[src/rtl/i2c_tam_pkg.sv]
package i2c_tam_pkg;
  localparam int REG_W    = 16;
  localparam int STAT_W   = 32;
  localparam int A7_W     = 7;
  localparam int EN_BIT   = 15;
  localparam int MODE_BIT = 10;
  localparam int FLAG_BIT = 3;
  localparam int DIR_BIT  = 16;
  localparam int CODE_LSB = 17;
  localparam logic [4:0] HDR10 = 5'b11110;
  localparam logic [REG_W-1:0] OWN1_KEEP = 16'h87FF;
  localparam logic [REG_W-1:0] OWN2_KEEP = 16'h87FE;

  function automatic logic is_reserved(input logic [A7_W-1:0] a);
    return (a[6:3] == 4'h0) || (a[6:3] == 4'hF);
  endfunction

  function automatic logic [A7_W-1:0] care_mask(input logic [2:0] m);
    return (m == 3'd7) ? '0 : A7_W'(7'h7F << m);
  endfunction
endpackage

[src/rtl/i2c_tam_regs.sv]
module i2c_tam_regs
  import i2c_tam_pkg::*;
(
  input  logic             clk_i,
  input  logic             rst_ni,
  input  logic             own1_we_i,
  input  logic             own2_we_i,
  input  logic [REG_W-1:0] wdata_i,
  output logic [REG_W-1:0] own1_o,
  output logic [REG_W-1:0] own2_o
);
  always_ff @(posedge clk_i or negedge rst_ni) begin
    if (!rst_ni) begin
      own1_o <= '0;
      own2_o <= '0;
    end else begin
      if (own1_we_i) own1_o <= wdata_i & OWN1_KEEP;
      if (own2_we_i) own2_o <= wdata_i & OWN2_KEEP;
    end
  end
endmodule

[src/rtl/i2c_tam_cmp.sv]
module i2c_tam_cmp
  import i2c_tam_pkg::*;
(
  input  logic [REG_W-1:0] own1_i,
  input  logic [REG_W-1:0] own2_i,
  input  logic [7:0]       byte_i,
  output logic             hit7_o,
  output logic             hdr_hit_o,
  output logic             lo_hit_o
);
  logic [A7_W-1:0] a7, care;
  logic s1_7, s2_7;

  assign a7   = byte_i[7:1];
  assign care = care_mask(own2_i[10:8]);

  assign s1_7 = own1_i[EN_BIT] && !own1_i[MODE_BIT] && (a7 == own1_i[7:1]);
  assign s2_7 = own2_i[EN_BIT] && !is_reserved(a7) &&
                (((a7 ^ own2_i[7:1]) & care) == '0);
  assign hit7_o = s1_7 || s2_7;

  // 10-bit header: 11110 + address bits 9:8
  assign hdr_hit_o = own1_i[EN_BIT] && own1_i[MODE_BIT] &&
                     (a7 == {HDR10, own1_i[9:8]});
  assign lo_hit_o  = own1_i[EN_BIT] && own1_i[MODE_BIT] &&
                     (byte_i == own1_i[7:0]);
endmodule

[src/rtl/i2c_tgt_addr_match.sv]
module i2c_tgt_addr_match
  import i2c_tam_pkg::*;
(
  input  logic              clk_i,
  input  logic              rst_ni,
  input  logic              own1_we_i,
  input  logic              own2_we_i,
  input  logic [REG_W-1:0]  reg_wdata_i,
  input  logic              icr_we_i,
  input  logic [REG_W-1:0]  icr_wdata_i,
  input  logic              byte_valid_i,
  input  logic              byte_first_i,
  input  logic [7:0]        byte_i,
  input  logic              stop_i,
  output logic              ack_o,
  output logic              stretch_o,
  output logic [STAT_W-1:0] status_o,
  output logic [REG_W-1:0]  own1_o,
  output logic [REG_W-1:0]  own2_o
);
  logic hit7, hdr_hit, lo_hit;
  logic flag_q, dir_q, wait10_q, ten_done_q, ack_q;
  logic [A7_W-1:0] code_q;
  logic evt, is_hdr, rw, clr;

  i2c_tam_regs u_regs (
    .clk_i, .rst_ni, .own1_we_i, .own2_we_i,
    .wdata_i(reg_wdata_i), .own1_o, .own2_o
  );

  i2c_tam_cmp u_cmp (
    .own1_i(own1_o), .own2_i(own2_o), .byte_i,
    .hit7_o(hit7), .hdr_hit_o(hdr_hit), .lo_hit_o(lo_hit)
  );

  assign evt    = byte_valid_i && !flag_q && !stop_i;
  assign is_hdr = byte_i[7:3] == HDR10;
  assign rw     = byte_i[0];
  assign clr    = icr_we_i && icr_wdata_i[FLAG_BIT];

  always_ff @(posedge clk_i or negedge rst_ni) begin
    if (!rst_ni) begin
      flag_q     <= 1'b0;
      dir_q      <= 1'b0;
      code_q     <= '0;
      wait10_q   <= 1'b0;
      ten_done_q <= 1'b0;
      ack_q      <= 1'b0;
    end else begin
      ack_q <= 1'b0;
      if (clr) flag_q <= 1'b0;
      if (stop_i) begin
        wait10_q   <= 1'b0;
        ten_done_q <= 1'b0;
      end else if (evt && byte_first_i) begin
        wait10_q <= 1'b0;
        if (is_hdr) begin
          if (hdr_hit && !rw) begin
            ack_q      <= 1'b1;
            wait10_q   <= 1'b1;
            ten_done_q <= 1'b0;
          end else if (hdr_hit && rw && ten_done_q) begin
            ack_q  <= 1'b1;
            flag_q <= 1'b1;
            code_q <= byte_i[7:1];
            dir_q  <= 1'b1;
          end
        end else begin
          ten_done_q <= 1'b0;
          if (hit7) begin
            ack_q  <= 1'b1;
            flag_q <= 1'b1;
            code_q <= byte_i[7:1];
            dir_q  <= rw;
          end
        end
      end else if (evt && wait10_q) begin
        wait10_q <= 1'b0;
        if (lo_hit) begin
          ack_q      <= 1'b1;
          flag_q     <= 1'b1;
          code_q     <= {HDR10, own1_o[9:8]};
          dir_q      <= 1'b0;
          ten_done_q <= 1'b1;
        end
      end
    end
  end

  assign ack_o     = ack_q;
  assign stretch_o = flag_q;

  always_comb begin
    status_o = '0;
    status_o[CODE_LSB +: A7_W] = code_q;
    status_o[DIR_BIT]          = dir_q;
    status_o[FLAG_BIT]         = flag_q;
  end
endmodule

[config.mk]
export PLATFORM = sky130hd
export DESIGN_NAME = i2c_tgt_addr_match
export DESIGN_NICKNAME = d
export VERILOG_FILES = /design/src/rtl/i2c_tam_pkg.sv /design/src/rtl/i2c_tam_regs.sv /design/src/rtl/i2c_tam_cmp.sv /design/src/rtl/i2c_tgt_addr_match.sv
export SDC_FILE = /design/constraint.sdc
export NUM_CORES = 1
export LEC_CHECK = 0
export BUFFER_PORTS_ARGS = -buffer_cell sky130_fd_sc_hd__buf_2
export CORE_MARGIN = 2
export CORE_UTILIZATION = 48
export DETAILED_ROUTE_END_ITERATION = 6
export PLACE_DENSITY_LB_ADDON = 0.25
export SYNTH_ARGS = -nofsm -noshare
export SYNTH_HDL_FRONTEND = slang
export SYNTH_SLANG_ARGS = --single-unit
[constraint.sdc]
create_clock -name clk_i -period 3.8 [get_ports clk_i]
set_clock_uncertainty 0.05 [all_clocks]
set_input_delay 0.95 -clock clk_i [delete_from_list [all_inputs] [get_ports clk_i]]
set_output_delay 0.95 -clock clk_i [all_outputs]
set_load 0.1 [all_outputs]
=== Word level (Yosys, flattened, before mapping) ===
Index checks and enable logic that the tools add are counted.

* Output and inout bits: 66
* Bits of input ports: 48
* Logic and storage cells: 95
* Register bits: 35

* Shift-type cells: 1
* Bitwise operators: 3
* Reduce and logical (&&, ||, !) cells: 30
* Multiplexer cells: 43
* Equal/unequal tests: 10

{| class="wikitable"
|+ Operators by type and width
! kind !! count
|-
| two-way mux 7 bit || 8
|-
| two-way mux 1 bit || 35
|-
| logical AND 1 bit || 15
|-
| == test 7 bit || 2
|-
| == test 8 bit || 1
|-
| AND 7 bit || 1
|-
| logical NOT 7 bit || 1
|-
| left shift 7 x 3 -> 7 bit (first input constant) || 1
|-
| XOR 7 bit || 1
|-
| inequality test 3 bit (second input constant) || 2
|-
| AND reduction 6 bit || 1
|-
| nonzero test 3 bit || 2
|-
| == test 5 bit (second input constant) || 1
|-
| logical NOT 1 bit || 5
|-
| == test 4 bit (second input constant) || 1
|-
| logical NOT 4 bit || 1
|-
| inequality test 4 x 3 -> 1 bit (second input constant) || 1
|-
| nonzero test 2 bit || 2
|-
| == test 3 bit (second input constant) || 1
|-
| inequality test 3 x 2 -> 1 bit (second input constant) || 1
|-
| AND reduction 3 bit || 1
|-
| logical OR 1 bit || 2
|-
| inverter 1 bit || 1
|}

=== Logic depth before layout (Yosys ltp) ===
Gate-level depths: netlist (run 1).

* Word-level depth: 10
* Mapped depth: 6
* Mapped depth without buffers: 6

=== Hierarchy ===
From an unflattened synthesis (run 1), not the netlist that was laid out.

* Cells, all modules: 175
* Area total of the unflattened synthesis: 2031.9 um2

{| class="wikitable"
|+ By module, submodules not included
! module !! seq. area each (um2) !! cells each !! times used !! area an instance (um2)
|-
| i2c_tam_regs || 575.6 || 58 || 1 || 965.9
|-
| i2c_tgt_addr_match || 300.3 || 80 || 1 || 800.8
|-
| i2c_tam_cmp || 0.0 || 37 || 1 || 265.3
|}

=== Worst setup path before layout (run 1) ===
No wires, ideal clock.

* Path type: reg2reg
* Start point: reg flag_q (netlist: stretch_o)
* End point: reg code_q[0]
* Data required time: 3624 ps
* Setup time: 126 ps
* Data arrival time: 2538 ps
* Path slack: 1085 ps
* Period minus slack after synthesis: 2715 ps
* Cell stages (with the launch flop): 7
* Cells stage by stage: dfrtp_1 and4bb_4 nor4_4 nand3_2 a21boi_4 a31oi_4 mux2_4

* Cells in the longest elaborated chain, start to end: 6

{| class="wikitable"
|+ Ends and longest elaborated chain
! item !! RTL line !! source
|-
| from (decl) || i2c_tgt_addr_match.sv:22 || <nowiki>logic flag_q, dir_q, wait10_q, ten_done_q, ack_q;</nowiki>
|-
| from (signal assigned) || i2c_tgt_addr_match.sv:43 || <nowiki>flag_q <= 1'b0;</nowiki>
|-
| from (signal assigned) || i2c_tgt_addr_match.sv:51 || <nowiki>if (clr) flag_q <= 1'b0;</nowiki>
|-
| from (signal assigned) || i2c_tgt_addr_match.sv:64 || <nowiki>flag_q <= 1'b1;</nowiki>
|-
| logical NOT 1 bit (*) || i2c_tgt_addr_match.sv:36 || <nowiki>assign evt = byte_valid_i && !flag_q && !stop_i;</nowiki>
|-
| logical AND 1 bit (*) (2 in a row) || i2c_tgt_addr_match.sv:36 ||
|-
| logical AND 1 bit (on tied branches) || i2c_tgt_addr_match.sv:55, i2c_tgt_addr_match.sv:77 ||
|-
| inequality test 3 x 2 -> 1 bit (no line) (tied with other cells) || - ||
|-
| AND reduction 6 bit (no line) || - ||
|-
| to (signal assigned) || i2c_tgt_addr_match.sv:65 || <nowiki>code_q <= byte_i[7:1];</nowiki>
|-
| to (signal assigned) || i2c_tgt_addr_match.sv:73 || <nowiki>code_q <= byte_i[7:1];</nowiki>
|-
| to (signal assigned) || i2c_tgt_addr_match.sv:82 || <nowiki>code_q <= {HDR10, own1_o[9:8]};</nowiki>
|-
| to (decl) || i2c_tgt_addr_match.sv:23 || <nowiki>logic [A7_W-1:0] code_q;</nowiki>
|}

Mark *: on every way between the ends. The rest lies on a longest branch, timed or not.
A chain may end at the register's enable or synchronous reset.

=== Final worst setup path (run 1) ===
* Start point: in byte_i[6]
* End point: reg code_q[5]

* Cells in the longest elaborated chain, start to end: 8

{| class="wikitable"
|+ Ends and longest elaborated chain
! item !! RTL line !! source
|-
| from (decl) || i2c_tgt_addr_match.sv:13 || <nowiki>input logic [7:0] byte_i,</nowiki>
|-
| == test 4 bit / logical NOT 4 bit (equally long branches) || i2c_tam_pkg.sv:15 || <nowiki>return (a[6:3] == 4'h0) || (a[6:3] == 4'hF);</nowiki>
|-
| logical OR 1 bit || i2c_tam_pkg.sv:15 ||
|-
| logical NOT 1 bit || i2c_tam_cmp.sv:18 || <nowiki>assign s2_7 = own2_i[EN_BIT] && !is_reserved(a7) &&</nowiki>
|-
| logical AND 1 bit (2 in a row) || i2c_tam_cmp.sv:18 ||
|-
| logical OR 1 bit || i2c_tam_cmp.sv:20 || <nowiki>assign hit7_o = s1_7 || s2_7;</nowiki>
|-
| inequality test 3 bit (no line) || - ||
|-
| AND reduction 6 bit (no line) || - ||
|}

Several ways; a longest one is shown, not always the timed one. The select of a mux whose other input is x is not followed.

==> impl_results.md, run 1 <==
* Router iterations before antenna repair at 6
* FF-to-FF path depth at 6
* DRT Wirelength at 3890 µm
* Nets@finish at roughly 290
* GRT Residual Overflow at 0
* DP Wirelength at a little over 3000 µm
* H-tree Lvls at 2
* Hold/Removal Path Class: register to register
* DRC errors left at 0
* Layout cells sized above 1 at 0.475
* Adder-Cell Fraction of Synth Area at 0
* Hold path start: code_q[6]$_DFFE_PN0P_
* Clock transition at path regs at 0.07 ns
* Port bufs at 62
* Area growth syn-to-layout at 15.9%
* Power Dens Cells at between 600 and 700 nW/µm²
* Final Max Slew Viols at 0
* Initial DRC Count at between 50 and 60
* Leak Pwr at between 1 and 1.5 nW
* Setup TNS at 0 ns
* Arrival time at the worst endpoint at about 2.8 ns
* Post-CTS Setup Inserts at 0
* Die W at roughly 70 µm
* # diodes at 0
* Root buffer cell: clkbuf_8
* Global-route wire length before repair at around 6400 µm
* Synth Register Bits at 35
* Design area at between 2000 and 2500 µm²
* Fin crit share at 0.696
* GP Congestion at just over 0.7
* Number of max-cap violations at 0
* CP Launch Point: byte_i[6]
* Largest family of logic cells by synthesized area: multiplexers
* Max FO, Critical Path at 10
* Full die area at around 4900 µm²
* Setup violators final at 0
* CTS tree: yes
* Register area share after synthesis at 0.422
* CP startpoint kind: input pin
* Initial Util at 0.508
* RSZ-0062 raised after global routing: false
* Cell count after synthesis at 174
* Total track usage at 0.165
* Max-Slew Margin vs Limit at 0.495
* Minimum clock period at between 2 and 3 ns
* Clock Sink Count at 35
* Synth Area in XOR/XNOR at 0.0717
* Maximum vdd drop at between 300 and 400 µV
* Initial antenna violation count at 0
* Num ports at between 100 and 150
* # resized after CTS at 0
* Synth Area in Simple Gates at 0.125
* Number of routed nets with antenna violations at 0
* Critical path type: input pin to register
* Mux contribution to synthesized area at 0.183
* Status: complete, no violations
* F_max at approximately 380 MHz
* Die Y-Extent at 69.8 µm
* Fin. Hold Viols at 0
* Synth Warn # at 0
* Mapped Avg Cell Area at ~12 µm²
* Post-DP Area at 2290 µm²
* Worst-Skew Late Latency at between 0.2 and 0.3 ns
* Row cnt at 23
* R2R Path Start: stretch_o$_DFF_PN0_
* Vias in the first global route at around 1,400
* Syn Std Cell Area at 2080 µm²
* Post-synth cell types at 39
* CP Data Required Time at between 3 and 4 ns
* TritonCTS buffer count at 5
* Drt via density at 4.94
* # hold bufs at CTS at 0
* Worst slew pin tran at ~0.76 ns
* Vias at 1,422
* Post-synthesis compound-gate area fraction at 0.0591
* FILL cells at 358
* WL per Instance at approximately 14 µm
* CTS Buffer Depth at 2
* Hold Path Depth at 1
* Largest net degree at the start of global routing at 36
* CP endpoint kind: register
* Core area at roughly 4100 µm²
[routing by layer]
layer	GRT usage	up-vias	wire (µm)
met2	0.263	75	1810
met1	0.214	679	1710
met4	0.0449	0	33
met5	0	-	0
li1	-	661	-
met3	0.0538	7	333
[Yosys cell counts (all sizes together)]
master   number  area share
or3           1      0.0030
o31ai         1      0.0036
nand2b        3      0.0090
o41ai         1      0.0042
xor2         14       0.059
dfrtp        35        0.42
o21ai         4       0.011
conb          1      0.0018
and4bb        1      0.0078
a21boi        1      0.0090
nand4         1      0.0030
mux2         30        0.17
a31oi         2       0.013
nand4bb       1      0.0054
or2b          4       0.017
nand2         8       0.018
nor4          4       0.027
buf          37        0.13
a21o          1      0.0036
nand4b        1      0.0042
a21oi         2      0.0048
o2111ai       1      0.0042
nor3          4       0.012
inv           3      0.0054
nor2          3      0.0054
mux2i         2      0.0096
xnor2         3       0.013
nand3b        1      0.0036
a222oi        1      0.0048
nand3         3      0.0096
[power by group]
part           total, mW  switching, mW  internal (mW)
Sequential         0.475         0.0446          0.430
Clock              0.337          0.140          0.197
Combinational      0.801          0.669          0.131
[cell type report]
cell class | count | area [µm²] | area share
clock buffers | 5 | 68.8 | 0.0286
clock inverters | 3 | 46.3 | 0.0192
inverters | 3 | 11.3 | 0.00468
multi-input cells | 130 | 1030 | 0.428
flip-flops and latches | 35 | 876 | 0.364
well taps | 50 | 62.6 | 0.0260
repair buffers | 62 | 310 | 0.129
[logic make-up (layout without fill, tap and decap cells)]
logic type / count (synthesis) / in the layout
simple gates: 35 / 35
other cells: 1 / 32
mux: 32 / 32
buf+inv: 40 / 73
compound gates: 14 / 14
flops: 35 / 35
xor+xnor: 17 / 17
[metrics by stage]
stage               instances  total power, mW  hold WS (ns)  setup slack [ns]   util
finish                    288             1.61         0.463              1.16  0.589
CTS                       288             1.62         0.471              1.15  0.589
floorplan                 205             1.20         0.427              1.09      -
detailed placement        280             1.29         0.449             0.847  0.561
global placement          280             1.28         0.444             0.893  0.561
global route              288             1.68         0.486              1.08  0.589
[state kept, by name, indices dropped and copies added, names as in the netlist]
name and cells:
u_regs.own1_o 12, u_regs.own2_o 11, code_q 7, ack_o 1
dir_q 1, stretch_o 1, ten_done_q 1, wait10_q 1
[path summary, 6_finish.rpt]
kind,endpoint,slack [ns]
max in group asynchronous,u_regs.own1_o[15]$_DFFE_PN0P_,2.54
min in group asynchronous,stretch_o$_DFF_PN0_,0.68
max,code_q[5]$_DFFE_PN0P_,1.16
max reg2reg,code_q[5]$_DFFE_PN0P_,1.57
min,code_q[6]$_DFFE_PN0P_,0.46
min reg2reg,code_q[6]$_DFFE_PN0P_,0.46
[cell usage in the layout (no fill, tap or decap), types with 4 or more instances in the layout]
cell type | Yosys | routed
buf_2 | 0 | 62
mux2_4 | 6 | 6
or2b_2 | 4 | 4
conb_1 | 1 | 32
mux2_2 | 24 | 24
dfrtp_1 | 35 | 35
clkbuf_8 | 0 | 5
nand2_1 | 7 | 7
xor2_1 | 14 | 14
[critical path, stage by stage]
cell and delay, ns:
buf_2 0.15, xor2_1 0.19, nor4_4 0.38, nand3_2 0.17, a21boi_4 0.18, a31oi_4 0.40
mux2_4 0.34
Power figures use the tool's default switching activity.
==> run 2: changes to the inputs <==
CORE_UTILIZATION = 40   (was 48)
clock period = 2.2 ns   (was 3.8 ns; I/O delays follow)
==> run 2 against run 1 <==
Against the previous run:
- final cell count grew 13%
- die area rose by 19%
- global-route usage is 1.0 points lower
- count of clock-buffer cells in the layout increased by 2
- total power grew 67%
- routed wire length grew 6.3%
- sequential cell count unchanged
- largest power group unchanged
- critical endpoint is now code_q[3]$_DFFE_PN0P_
- critical path type is now register to register
- clock power is 32% higher
- critical path depth stayed put
- via count is 0.98% higher
- register-to-register slack worse by 1.5 ns
==> impl_results.md, run 2 (synthesis results as in run 1) <==
* Status: complete, no violations
* Area of the multi-input gates at about 1100 µm²
* CTS tree: yes
* H-tree Lvls at 2
* Hold/Removal Path Class: input pin to asynchronous set/reset pin
* RSZ-0062 raised after global routing: false
* Most common cell after layout, fill and taps aside: buf_2
* Setup violators final at 0
* DRC errors left at 0
* Maximum vdd drop at 529 µV
* Largest net degree at the start of global routing at 24
* FF/Latch Area at around 920 µm²
* Worst-Skew Late Latency at roughly 0.29 ns
* CP Data Required Time at roughly 2.3 ns
* Die W at 76.0 µm
* Met2 Usage GRT at 0.238
* Post-CTS Setup Inserts at 0
* Worst slew pin tran at roughly 0.53 ns
* CP startpoint kind: register
* Router iterations before antenna repair at 4
* Global-route wire length before repair at about 7100 µm
* Minimum clock period at 2.08 ns
* FILL cells at slightly below 500
* Max-Slew Margin vs Limit at 0.646
* Layout cells sized above 1 at 0.602
* Fin crit share at 0.947
* Initial Util at 0.412
* CTS Buffer Depth at 2
* WL per Instance at 12.7 µm
* Vias at approximately 1,400
* Placed cells at between 300 and 400
* DRT Wirelength at around 4100 µm
* Nets@finish at between 300 and 400
* Critical path's slowest cell: dfrtp_4
* Non-Filler Instances at roughly 330
* Full die area at 5780 µm²
* Root buffer cell: clkbuf_8
* Final Max Slew Viols at 0
* Crit-path cells: xor2_1 > or3_1 > o21ai_2 > a21boi_4 > a31oi_4 > buf_4 > mux2_4
* CP endpoint kind: register
* Setup TNS at 0 ns
* Most frequent cells in the layout: buf_2 (62), conb_1 (32), mux2_2 (24), buf_4 (18), dfrtp_2 (16)
* Max reg flops at 12
* Max FO, Critical Path at 4
* # resized after CTS at 0
* Power Dens Cells at a little over 1000 nW/µm²
* Row cnt at 26
* Area growth syn-to-layout at 25.4%
* Largest Register: u_regs.own1_o
* TritonCTS buffer count at 5
* Core area at roughly 5000 µm²
* Initial DRC Count at between 60 and 70
* GR peak layer: met2
* GRT Residual Overflow at 0
* F_max at between 400 and 500 MHz
* Arrival time at the worst endpoint at ~2.2 ns
* Clock transition at path regs at around 0.070 ns
* Max stage delay on crit path at roughly 0.49 ns
* Vias in the first global route at 1,508
* DP Wirelength at 3260 µm
* Clock Sink Count at 35
* GP Congestion at between 0.7 and 0.8
* Drt via density at about 4.4
* # hold bufs at CTS at 0
* Die Y-Extent at 76.0 µm
* Met1 Use GR at 0.199
* Total track usage at 0.155
* Largest regs: u_regs.own1_o: 12 flops, u_regs.own2_o: 11 flops, code_q: 7 flops
* Num ports at ~110
* Port bufs at a little over 60
* Met3 GRT Util at 0.0509
* # diodes at 0
* Leak Pwr at 1.22 nW
* Fin. Hold Viols at 0
* Number of max-cap violations at 0
* Initial antenna violation count at 0
* Critical path type: register to register
* Number of routed nets with antenna violations at 0
run 2: per-stage QoR:
stage / power [mW] / util / area [µm²] / setup slack [ns] / hold slack (ns)
2_1_floorplan: 2.09 / - / 2260 / -0.0895 / 0.204
3_3_place_gp: 2.26 / 0.500 / 2520 / -0.174 / 0.447
3_5_place_dp: 2.26 / 0.500 / 2520 / -0.185 / 0.443
4_1_cts: 2.72 / 0.516 / 2600 / 0.0912 / 0.194
5_1_grt: 2.81 / 0.516 / 2600 / 0.00630 / 0.212
6_report: 2.69 / 0.516 / 2600 / 0.116 / 0.184
run 2: layout make-up:
cell class	count	area share
Timing Repair Buffer	80	0.171
Clock inverter	1	0.00192
Sequential cell	35	0.354
Tap cell	70	0.0337
Inverter	3	0.00433
Multi-Input combinational cell	130	0.405
Clock buffer	7	0.0293
run 2: path summary, 6_finish.rpt:
path	startpoint	endpoint	slack, ns	cells after the start
hold / removal	rst_ni	code_q[0]$_DFFE_PN0P_	0.18	1
min in group clk_i	reg_wdata_i[0]	u_regs.own1_o[0]$_DFFE_PN0P_	0.44	2
setup reg to reg	u_regs.own1_o[9]$_DFFE_PN0P_	code_q[3]$_DFFE_PN0P_	0.12	7
max in group asynchronous	rst_ni	u_regs.own1_o[4]$_DFFE_PN0P_	1.40	2
hold reg to reg	code_q[6]$_DFFE_PN0P_	code_q[6]$_DFFE_PN0P_	0.46	1
setup / recovery	u_regs.own1_o[9]$_DFFE_PN0P_	code_q[3]$_DFFE_PN0P_	0.12	7
run 2: layer usage:
metal	vias to the layer above	part of all wire
li1	695	-
met1	674	0.44
met2	57	0.47
met3	10	0.067
met4	0	0.022
met5	-	0
run 2: power by group:
part           switching, mW  internal (mW)  total, mW
Sequential            0.0786          0.757      0.836
Combinational           1.16          0.247       1.41
Clock                  0.224          0.222      0.446
run 2: critical path: cells and delay by family, from the launching register on:
family / cells / cell delay (ns)
xor gates and xnor gates: 1 / 0.15
muxes: 1 / 0.29
AOI/OAI and AO/OA: 3 / 0.42
DFF: 1 / 0.49
and+or+nand+nor: 1 / 0.40
buffers and inverters: 1 / 0.17
